===== config.mk =====
export PLATFORM = sky130hd
export DESIGN_NAME = rst_seq_top
export DESIGN_NICKNAME = d
export VERILOG_FILES = /design/src/rtl/rst_seq_pkg.sv /design/src/rtl/rst_pin_filter.sv /design/src/rtl/rst_arbiter.sv /design/src/rtl/rst_wait_timer.sv /design/src/rtl/rst_seq_top.sv
export SDC_FILE = /design/constraint.sdc
export NUM_CORES = 1
export LEC_CHECK = 0
export BUFFER_PORTS_ARGS = -buffer_cell sky130_fd_sc_hd__clkbuf_2
export CORE_UTILIZATION = 35
export CTS_CLUSTER_SIZE = 30
export DETAILED_ROUTE_END_ITERATION = 7
export HOLD_SLACK_MARGIN = 0.02
export PLACE_DENSITY = 0.52
export RECOVER_POWER = 25
export SLEW_MARGIN = 20
export SYNTH_ARGS = -nofsm -noshare
export SYNTH_HDL_FRONTEND = slang
export SYNTH_SLANG_ARGS = --single-unit

===== constraint.sdc =====
create_clock -name clk_i -period 4.37 [get_ports clk_i]
set_clock_uncertainty 0.1 [all_clocks]
set_input_delay 1.311 -clock clk_i [delete_from_list [all_inputs] [get_ports clk_i]]
set_output_delay 1.311 -clock clk_i [all_outputs]
set_load 0.02 [all_outputs]

===== src/rtl/rst_seq_pkg.sv =====
package rst_seq_pkg;
  typedef enum logic [1:0] {ST_RUN, ST_ASSERT, ST_WAIT} seq_state_e;
  // values double as cause bit indices
  typedef enum logic [1:0] {SRC_POR, SRC_WDT, SRC_EXT, SRC_SW} rst_src_e;
  localparam int CAUSE_W = 4;
endpackage


===== src/rtl/rst_pin_filter.sv =====
module rst_pin_filter #(
  parameter int MIN_LOW     = 16,
  parameter int SYNC_STAGES = 2
) (
  input  logic clk_i,
  input  logic rst_ni,
  input  logic pin_ni,
  output logic pin_low_o,
  output logic qual_o
);
  localparam int CNT_W = $clog2(MIN_LOW + 1);

  logic [SYNC_STAGES-1:0] sync_q;
  logic [CNT_W-1:0]       cnt_q;

  always_ff @(posedge clk_i or negedge rst_ni) begin
    if (!rst_ni) sync_q <= '1;
    else         sync_q <= {sync_q[SYNC_STAGES-2:0], pin_ni};
  end

  assign pin_low_o = ~sync_q[SYNC_STAGES-1];

  // saturating count of consecutive low cycles
  always_ff @(posedge clk_i or negedge rst_ni) begin
    if (!rst_ni)                          cnt_q <= '0;
    else if (!pin_low_o)                  cnt_q <= '0;
    else if (cnt_q != CNT_W'(MIN_LOW - 1)) cnt_q <= cnt_q + 1'b1;
  end

  assign qual_o = pin_low_o && (cnt_q == CNT_W'(MIN_LOW - 1));

  AST_QUAL_AFTER_LOW: assert property (@(posedge clk_i) disable iff (!rst_ni)
    $rose(qual_o) |-> $past(pin_low_o));
endmodule


===== src/rtl/rst_arbiter.sv =====
module rst_arbiter
  import rst_seq_pkg::*;
(
  input  logic     clk_i,
  input  logic     rst_ni,
  input  logic     idle_i,
  input  logic     pin_qual_i,
  input  logic     cpu_busy_i,
  input  logic     sw_wr_i,
  input  logic     sw_bit_i,
  input  logic     wdt_ovf_i,
  output logic     req_o,
  output rst_src_e src_o
);
  logic pend_q;
  logic ext_rdy, sw_req;

  assign ext_rdy = (pin_qual_i | pend_q) & ~cpu_busy_i;
  assign sw_req  = sw_wr_i & ~sw_bit_i;

  always_comb begin
    req_o = 1'b0;
    src_o = SRC_SW;
    if (idle_i) begin
      if (wdt_ovf_i) begin
        req_o = 1'b1;
        src_o = SRC_WDT;
      end else if (ext_rdy) begin
        req_o = 1'b1;
        src_o = SRC_EXT;
      end else if (sw_req) begin
        req_o = 1'b1;
        src_o = SRC_SW;
      end
    end
  end

  // remembers a pin request deferred by a busy CPU
  always_ff @(posedge clk_i or negedge rst_ni) begin
    if (!rst_ni)                                   pend_q <= 1'b0;
    else if (!idle_i || (req_o && src_o == SRC_EXT)) pend_q <= 1'b0;
    else if (pin_qual_i)                           pend_q <= 1'b1;
  end

  AST_DEFER_HOLDS: assert property (@(posedge clk_i) disable iff (!rst_ni)
    (idle_i && pin_qual_i && cpu_busy_i && !wdt_ovf_i && !sw_req) |=> pend_q);
endmodule


===== src/rtl/rst_wait_timer.sv =====
module rst_wait_timer #(
  parameter int MAX_LOG  = 18,
  parameter int INIT_LOG = 18,
  localparam int LOG_W   = $clog2(MAX_LOG + 1)
) (
  input  logic             clk_i,
  input  logic             rst_ni,
  input  logic             load_i,
  input  logic [LOG_W-1:0] log_i,
  input  logic             run_i,
  input  logic             tick_i,
  output logic             done_o
);
  localparam int CNT_W = MAX_LOG;

  logic [LOG_W-1:0] log_q;
  logic [CNT_W-1:0] cnt_q;
  logic [CNT_W-1:0] lim;

  assign lim    = ~({CNT_W{1'b1}} << log_q);
  assign done_o = run_i && tick_i && (cnt_q == lim);

  always_ff @(posedge clk_i or negedge rst_ni) begin
    if (!rst_ni) begin
      log_q <= LOG_W'(INIT_LOG);
      cnt_q <= '0;
    end else if (load_i) begin
      log_q <= log_i;
      cnt_q <= '0;
    end else if (run_i && tick_i) begin
      cnt_q <= done_o ? '0 : cnt_q + 1'b1;
    end
  end

  AST_CNT_IN_RANGE: assert property (@(posedge clk_i) disable iff (!rst_ni)
    cnt_q <= lim);
endmodule


===== src/rtl/rst_seq_top.sv =====
module rst_seq_top
  import rst_seq_pkg::*;
#(
  parameter int POR_LOG     = 18,
  parameter int WD_LOG0     = 10,
  parameter int WD_LOG1     = 13,
  parameter int WD_LOG2     = 15,
  parameter int WD_LOG3     = 17,
  parameter int PIN_MIN_LOW = 16,
  parameter int SYNC_STAGES = 2
) (
  input  logic               clk_i,
  input  logic               rst_ni,
  input  logic               osc_tick_i,
  input  logic               ext_rst_ni,
  input  logic               sw_wr_i,
  input  logic               sw_bit_i,
  input  logic               wdt_ovf_i,
  input  logic [1:0]         wd_sel_i,
  input  logic               cpu_busy_i,
  input  logic               cause_clr_i,
  output logic               sys_rst_o,
  output logic               osc_wait_o,
  output logic [CAUSE_W-1:0] cause_o
);
  function automatic int max2(int a, int b);
    return (a > b) ? a : b;
  endfunction

  localparam int MAX_LOG = max2(max2(POR_LOG, max2(WD_LOG0, WD_LOG1)), max2(WD_LOG2, WD_LOG3));
  localparam int LOG_W   = $clog2(MAX_LOG + 1);

  seq_state_e         state_q, state_d;
  rst_src_e           src_q, req_src;
  logic               req, pin_low, pin_qual, timer_done, timer_load;
  logic [LOG_W-1:0]   wd_log;
  logic [CAUSE_W-1:0] cause_q, cause_d;

  rst_pin_filter #(
    .MIN_LOW    (PIN_MIN_LOW),
    .SYNC_STAGES(SYNC_STAGES)
  ) u_pin (
    .clk_i    (clk_i),
    .rst_ni   (rst_ni),
    .pin_ni   (ext_rst_ni),
    .pin_low_o(pin_low),
    .qual_o   (pin_qual)
  );

  rst_arbiter u_arb (
    .clk_i     (clk_i),
    .rst_ni    (rst_ni),
    .idle_i    (state_q == ST_RUN),
    .pin_qual_i(pin_qual),
    .cpu_busy_i(cpu_busy_i),
    .sw_wr_i   (sw_wr_i),
    .sw_bit_i  (sw_bit_i),
    .wdt_ovf_i (wdt_ovf_i),
    .req_o     (req),
    .src_o     (req_src)
  );

  always_comb begin
    unique case (wd_sel_i)
      2'd0:    wd_log = LOG_W'(WD_LOG0);
      2'd1:    wd_log = LOG_W'(WD_LOG1);
      2'd2:    wd_log = LOG_W'(WD_LOG2);
      default: wd_log = LOG_W'(WD_LOG3);
    endcase
  end

  assign timer_load = (state_q == ST_RUN) && req && (req_src == SRC_WDT);

  rst_wait_timer #(
    .MAX_LOG (MAX_LOG),
    .INIT_LOG(POR_LOG)
  ) u_tmr (
    .clk_i (clk_i),
    .rst_ni(rst_ni),
    .load_i(timer_load),
    .log_i (wd_log),
    .run_i (state_q == ST_WAIT),
    .tick_i(osc_tick_i),
    .done_o(timer_done)
  );

  always_comb begin
    state_d = state_q;
    unique case (state_q)
      ST_RUN:    if (req) state_d = ST_ASSERT;
      ST_ASSERT: begin
        if (src_q == SRC_EXT && pin_low) state_d = ST_ASSERT;
        else if (src_q == SRC_WDT)       state_d = ST_WAIT;
        else                             state_d = ST_RUN;
      end
      ST_WAIT:   if (timer_done) state_d = ST_RUN;
      default:   state_d = ST_RUN;
    endcase
  end

  always_comb begin
    cause_d = cause_q;
    if (cause_clr_i) cause_d = '0;
    if (req)         cause_d[req_src] = 1'b1;
  end

  always_ff @(posedge clk_i or negedge rst_ni) begin
    if (!rst_ni) begin
      state_q <= ST_WAIT;
      src_q   <= SRC_POR;
      cause_q <= CAUSE_W'(1);
    end else begin
      state_q <= state_d;
      cause_q <= cause_d;
      if (req) src_q <= req_src;
    end
  end

  assign sys_rst_o  = (state_q != ST_RUN);
  assign osc_wait_o = (state_q == ST_WAIT);
  assign cause_o    = cause_q;

  AST_WDT_PRIORITY: assert property (@(posedge clk_i) disable iff (!rst_ni)
    (state_q == ST_RUN && wdt_ovf_i) |=> (state_q == ST_ASSERT && src_q == SRC_WDT));
  AST_NO_WAIT_PIN_SW: assert property (@(posedge clk_i) disable iff (!rst_ni)
    (state_q == ST_ASSERT && src_q != SRC_WDT) |=> (state_q != ST_WAIT));
  AST_PIN_HOLD: assert property (@(posedge clk_i) disable iff (!rst_ni)
    (state_q == ST_ASSERT && src_q == SRC_EXT && pin_low) |=> sys_rst_o);
  AST_BUSY_BLOCKS_PIN: assert property (@(posedge clk_i) disable iff (!rst_ni)
    (state_q == ST_RUN && cpu_busy_i && !wdt_ovf_i && !(sw_wr_i && !sw_bit_i)) |=> (state_q == ST_RUN));
  AST_CAUSE_STICKY: assert property (@(posedge clk_i) disable iff (!rst_ni)
    !cause_clr_i |=> ((cause_q & $past(cause_q)) == $past(cause_q)));
  AST_SRC_FROZEN: assert property (@(posedge clk_i) disable iff (!rst_ni)
    (state_q != ST_RUN) |=> $stable(src_q));
endmodule


* After elaboration in Yosys (flattened, before gate mapping)
Index checks and enable logic that the tools add are counted.
Widths: inputs -> output; s select.
** Storage, ports and cells
- Register bits :: 39
- Latch bits :: 0
- Memory bits (writable) :: 0
- Memory bits (read-only) :: 0
- Bits of input ports :: 11
- Memories kept :: 0
** Cells by class
- Add/subtract/negate cells :: 2
- Multipliers :: 0
- Divide/modulo/power cells :: 0
- Order comparisons :: 2
- Eq/ne operators :: 13
- Shift-type cells :: 1
- Mux-type cells :: 24
- Bitwise gates (word level) :: 8
- Reductions and logical operators :: 17
** Operators by type and width (number)
- $mux 18 :: 3
- $add 18x1->18 const B :: 1
- $eq 18x18->1 :: 1
- $not 18->18 :: 1
- $shl 18x5->18 const A :: 1
- $pmux 5 s3 :: 1
- $mux 2 :: 6
- $mux 5 :: 2
- $eq 2x1->1 const B :: 4
- $eq 2x2->1 const B :: 4
- $logic_and 1x1->1 :: 8
- $mux 1 :: 8
- $mux 4 :: 2
- $reduce_bool 2->1 :: 4
- $pmux 2 s3 :: 1
- $add 5x1->5 const B :: 1
- $eq 5x4->1 const B :: 1
- $ne 5x4->1 const B :: 1
- $logic_not 2->1 :: 2
- $ne 2x2->1 const B :: 2
- $or 4x4->4 :: 1
- $lt 2x3->1 const B :: 1
- $not 1->1 :: 3
- $and 1x1->1 :: 2
- 6 further kinds :: 6

* Logic depth before layout (Yosys ltp)
- Depth after elaboration :: 13
- Mapped depth :: 10

* Modules after synthesis
From an unflattened synthesis, not the netlist that was laid out.
** Second synthesis, totals
- Cells, all modules :: 279
- Area total of the unflattened synthesis :: 2573.7 um^2
** By module, submodules not included
- rst_wait_timer :: instances 1, cells an instance 200, area an instance 1739.2 um^2
- rst_seq_top :: instances 1, cells an instance 43, area an instance 431.7 um^2
- rst_pin_filter :: instances 1, cells an instance 27, area an instance 330.3 um^2
- rst_arbiter :: instances 1, cells an instance 9, area an instance 72.6 um^2

* Worst setup path after synthesis
No wires, ideal clock.
- Path type :: in2reg
- Start point :: input osc_tick_i
- End point :: register u_tmr.cnt_q[4]
- Data arrival time :: 2.794 ns
- Path slack :: 1.352 ns
- Stages :: 8
- Path buffers :: 1
- Cell sequence :: and3b_1 -> o21ai_0 -> a2111oi_0 -> nand3_1 -> o21ai_2 -> buf_6 -> nor3_1 -> a211o_1
** Between the ends
- Cells in the longest elaborated chain, start to end :: 5
** RTL lines
- from (decl) :: RTL line rst_seq_top.sv:14 : input logic osc_tick_i,
- $logic_and 1x1->1 (*) :: RTL line rst_wait_timer.sv:21, rst_wait_timer.sv:30
- $logic_and 1x1->1 :: RTL line rst_wait_timer.sv:21 : assign done_o = run_i && tick_i && (cnt_q == lim);
- $mux 18 :: RTL line rst_wait_timer.sv:31 : cnt_q <= done_o ? '0 : cnt_q + 1'b1;
- $mux 18 :: RTL line rst_wait_timer.sv:30 : end else if (run_i && tick_i) begin
- $mux 18 :: RTL line rst_wait_timer.sv:27 : end else if (load_i) begin
- to (signal assigned) :: RTL line rst_wait_timer.sv:31
- to (decl) :: RTL line rst_wait_timer.sv:17 : logic [CNT_W-1:0] cnt_q;
Every way passes the cells marked *; elsewhere a longest branch is shown, timed or not. The select of a mux whose other input is x is not followed.
A chain may end at the register's enable or synchronous reset.

* Worst setup path after layout
Same ends and word-level chain as after synthesis.

==> metrics.txt <==
status=finished, violations left; violated checks=max-capacitance violations, max-slew violations; Final nets=305; grt total ovfl=0; met3 Track Usage GR=0.0318; # Max-Cap Violations=1; Setup TNS Final=0 ns; Leak Pwr=~1.1 nW; layout cells sized above 1=0.122; M2 GR Usage=0.241; initial antenna violation count=0; post-synthesis compound-gate area fraction=0.189; gr busiest metal=met2; Initial DRC Count=around 110; Setup violations, final=0; vias in the first global route=around 1800; combinational power share=0.303; TritonCTS clock tree=built; largest cells by area after synthesis=dfrtp_1 34%, dfstp_2 6.4%, nand2_1 5.7%; Initial Util=0.360; Core Area=0.00679 sq mm; Net Sw Frac=0.387; Clock Sink Count=39; DR vias/cell=5.22; Pwr Density=approximately 460 mW/mm^2; antenna viol nets, final=0; critical path capture point type=flop; FF-to-FF Start=u_tmr.log_q[2]; final hold slack=roughly 0.26 ns; GPL Wtd Cong=0.816; Post-Syn Area=0.00245 sq mm; TritonRoute pass-1 iters=4; post-synthesis simple-gate area fraction=0.273; Seq. cell area=slightly below 0.001 sq mm; WL/cell=approximately 14 um; xor/xnor share of the synthesized area=0.0358; f_max=a little over 300 MHz; Least-Margin Pin Slew=about 2.1 ns; Hold Path Origin=u_pin.sync_q[0]; first-pass GRT wire length=about 9.3 mm; switching power=about 0.00048 W; Fin. Hold Viols=0; vias=roughly 2000; crit path DAT=about 3.4 ns; Synth Warn #=0; Layout Area Growth over Synthesis=9.15%; buffer count from post-CTS setup fixing=0; Seq/Total Area, Yosys=0.402; Relative slew margins=-0.421; Hold Path Depth=0; I/O Pins=17; synthesized instance count=roughly 280; DP HPWL=around 3.9 mm; R2R cell count=8; cell taking the most area after synthesis=dfrtp_1; clk slew on worst S/H paths=0.07 ns; end of the worst hold path=u_pin.sync_q[1]; Fill cells=679; WS Path Type=in2reg; cts repair resizes=0; reg-to-reg endpoint=u_tmr.cnt_q[12]; max-slew violations=40; Max IR drop VDD=~0.21 mV; Yosys reg bits=39; Num CTS Buffers=5; Post-Syn Nets=299; maximum root-to-sink buffer count=2; total track usage=0.161; DIE WIDTH=between 80 and 90 um; synth unique cells=between 50 and 60; CP required=around 4.4 ns; largest family of logic cells by synthesized area=simple AND/OR/NAND/NOR gates; CTS Hold Bufs=0; Worst Hold Class=reg2reg; area fraction of the dominant cell type after synthesis=0.337; DRC Markers=0; CTS HTree Levels=2; post-layout min period=about 3.3 ns; RSZ-0062 raised after global routing=no; Multi-input gate area=roughly 0.0013 sq mm; Die ar.=approximately 0.0073 sq mm; pin count of the biggest net entering global routing=40; reg-to-reg setup timing slack=~1.6 ns; Rows=30; Clock power frac=0.236; EDFF count, synth=0; clock latency on the worst-skew pair=0.29 ns; Flop pwr share=0.461; port bufs=16; ys async rst share=1.00; Post-Syn Area per Cell=8.71 sq um; final worst-path cycle share=0.756; root buf cell=clkbuf_8; CP Launch Type=input port; CP Launch Point=osc_tick_i; Routed WL=between 5 and 6 mm; grt met1 use=0.237; Internal=roughly 0.00076 W; Main synth FF type=dfrtp_1; Ant. Diodes=0; CP Max Fanout=12; mux cell area share after synthesis=0.00818; vertical die dimension=~86 um; Adder-Cell Fraction of Synth Area=0.0358
[power by group through the flow]
stage	Combinational, W	Sequential [W]	Clock, W
after floorplan	0.000375	0.000480	0
after global placement	0.000376	0.000577	0
after detailed placement	0.000378	0.000577	0
after CTS	0.000379	0.000570	0.000305
after global routing	0.000423	0.000589	0.000319
final	0.000375	0.000571	0.000292
[cells in the final DEF (no fill, tap or decap), types with 3 or more instances in the layout]
master and instances:
nand2_1 37, dfrtp_1 33, nor2_1 23, nand3_1 18, o21ai_0 15, clkbuf_2 13
inv_1 11, nor3_1 9, a211o_1 7, ha_1 7, a21oi_1 6, and3_1 6
xor2_1 6, dfstp_2 6, nand2b_1 5, o311ai_0 5, clkbuf_8 5, nor2b_1 4
xnor2_1 4, clkbuf_1 4, o31ai_1 3, nand4b_1 3, a21o_1 3, a21boi_0 3
nor4b_1 3, buf_4 3
[critical path: stages]
cell       delay (ns)
clkbuf_2         0.08
and3b_1          0.41
o21ai_0          0.15
a2111oi_0        0.51
nand3_1          0.20
o21ai_2          0.19
buf_4            0.19
nor3_1           0.06
a211o_1          0.27
[flip-flops by register name, indices dropped and copies added (netlist names)]
signal        cells
src_q             2
u_pin.cnt_q       5
u_pin.sync_q      2
u_tmr.cnt_q      18
u_arb.pend_q      1
cause_o           4
state_q           2
u_tmr.log_q       5
[area by class of cell]
cell class                      count  area share
Sequential cell                    39       0.368
Multi-Input combinational cell    211       0.496
Clock inverter                      1      0.0112
Timing Repair Buffer               19      0.0370
Inverter                           11      0.0154
Clock buffer                        6      0.0272
Tap cell                           96      0.0449
[metrics by stage]
step / area, sq um / setup WS, ns / util / instances / total power, W
2_1_floorplan: 2450 / 1.35 / - / 281 / 0.000855
3_5_place_dp: 2570 / 0.756 / 0.379 / 376 / 0.000955
3_3_place_gp: 2570 / 0.835 / 0.379 / 376 / 0.000954
5_1_grt: 2670 / 0.835 / 0.393 / 383 / 0.00133
4_1_cts: 2680 / 1.05 / 0.394 / 383 / 0.00125
6_report: 2670 / 1.07 / 0.393 / 383 / 0.00124
[cells in the mapped netlist, drive strengths merged, types with 4 or more instances]
library cell / number
a211o: 7
a21oi: 6
and3: 6
buf: 11
clkbuf: 9
dfrtp: 33
dfstp: 6
ha: 7
inv: 11
nand2: 37
nand2b: 5
nand3: 18
nor2: 23
nor2b: 4
nor3: 9
o21ai: 17
o311ai: 7
xnor2: 4
xor2: 6
[routing by layer]
metal	part of all wire	vias up
met5	0	-
met4	0.011	0
met3	0.035	5
met2	0.45	27
met1	0.50	951
li1	-	1016
[cells by family after synthesis]
family | Yosys count
simple gates | 128
compound gates | 64
flops | 39
buf+inv | 31
xor+xnor | 10
fa+ha+maj | 7
mux | 2
[how the worst max path moves through the flow]
stage	cells after the start	endpoint	slack (ns)
2_1_floorplan	8	u_tmr.cnt_q[4]	1.35
3_3_place_gp	9	u_tmr.cnt_q[4]	0.83
3_5_place_dp	9	u_tmr.cnt_q[4]	0.76
4_1_cts	9	u_tmr.cnt_q[4]	1.05
5_1_grt	9	u_tmr.cnt_q[4]	0.84
6_report	9	u_tmr.cnt_q[4]	1.07
No activity file was read; power rests on OpenSTA's default activity.
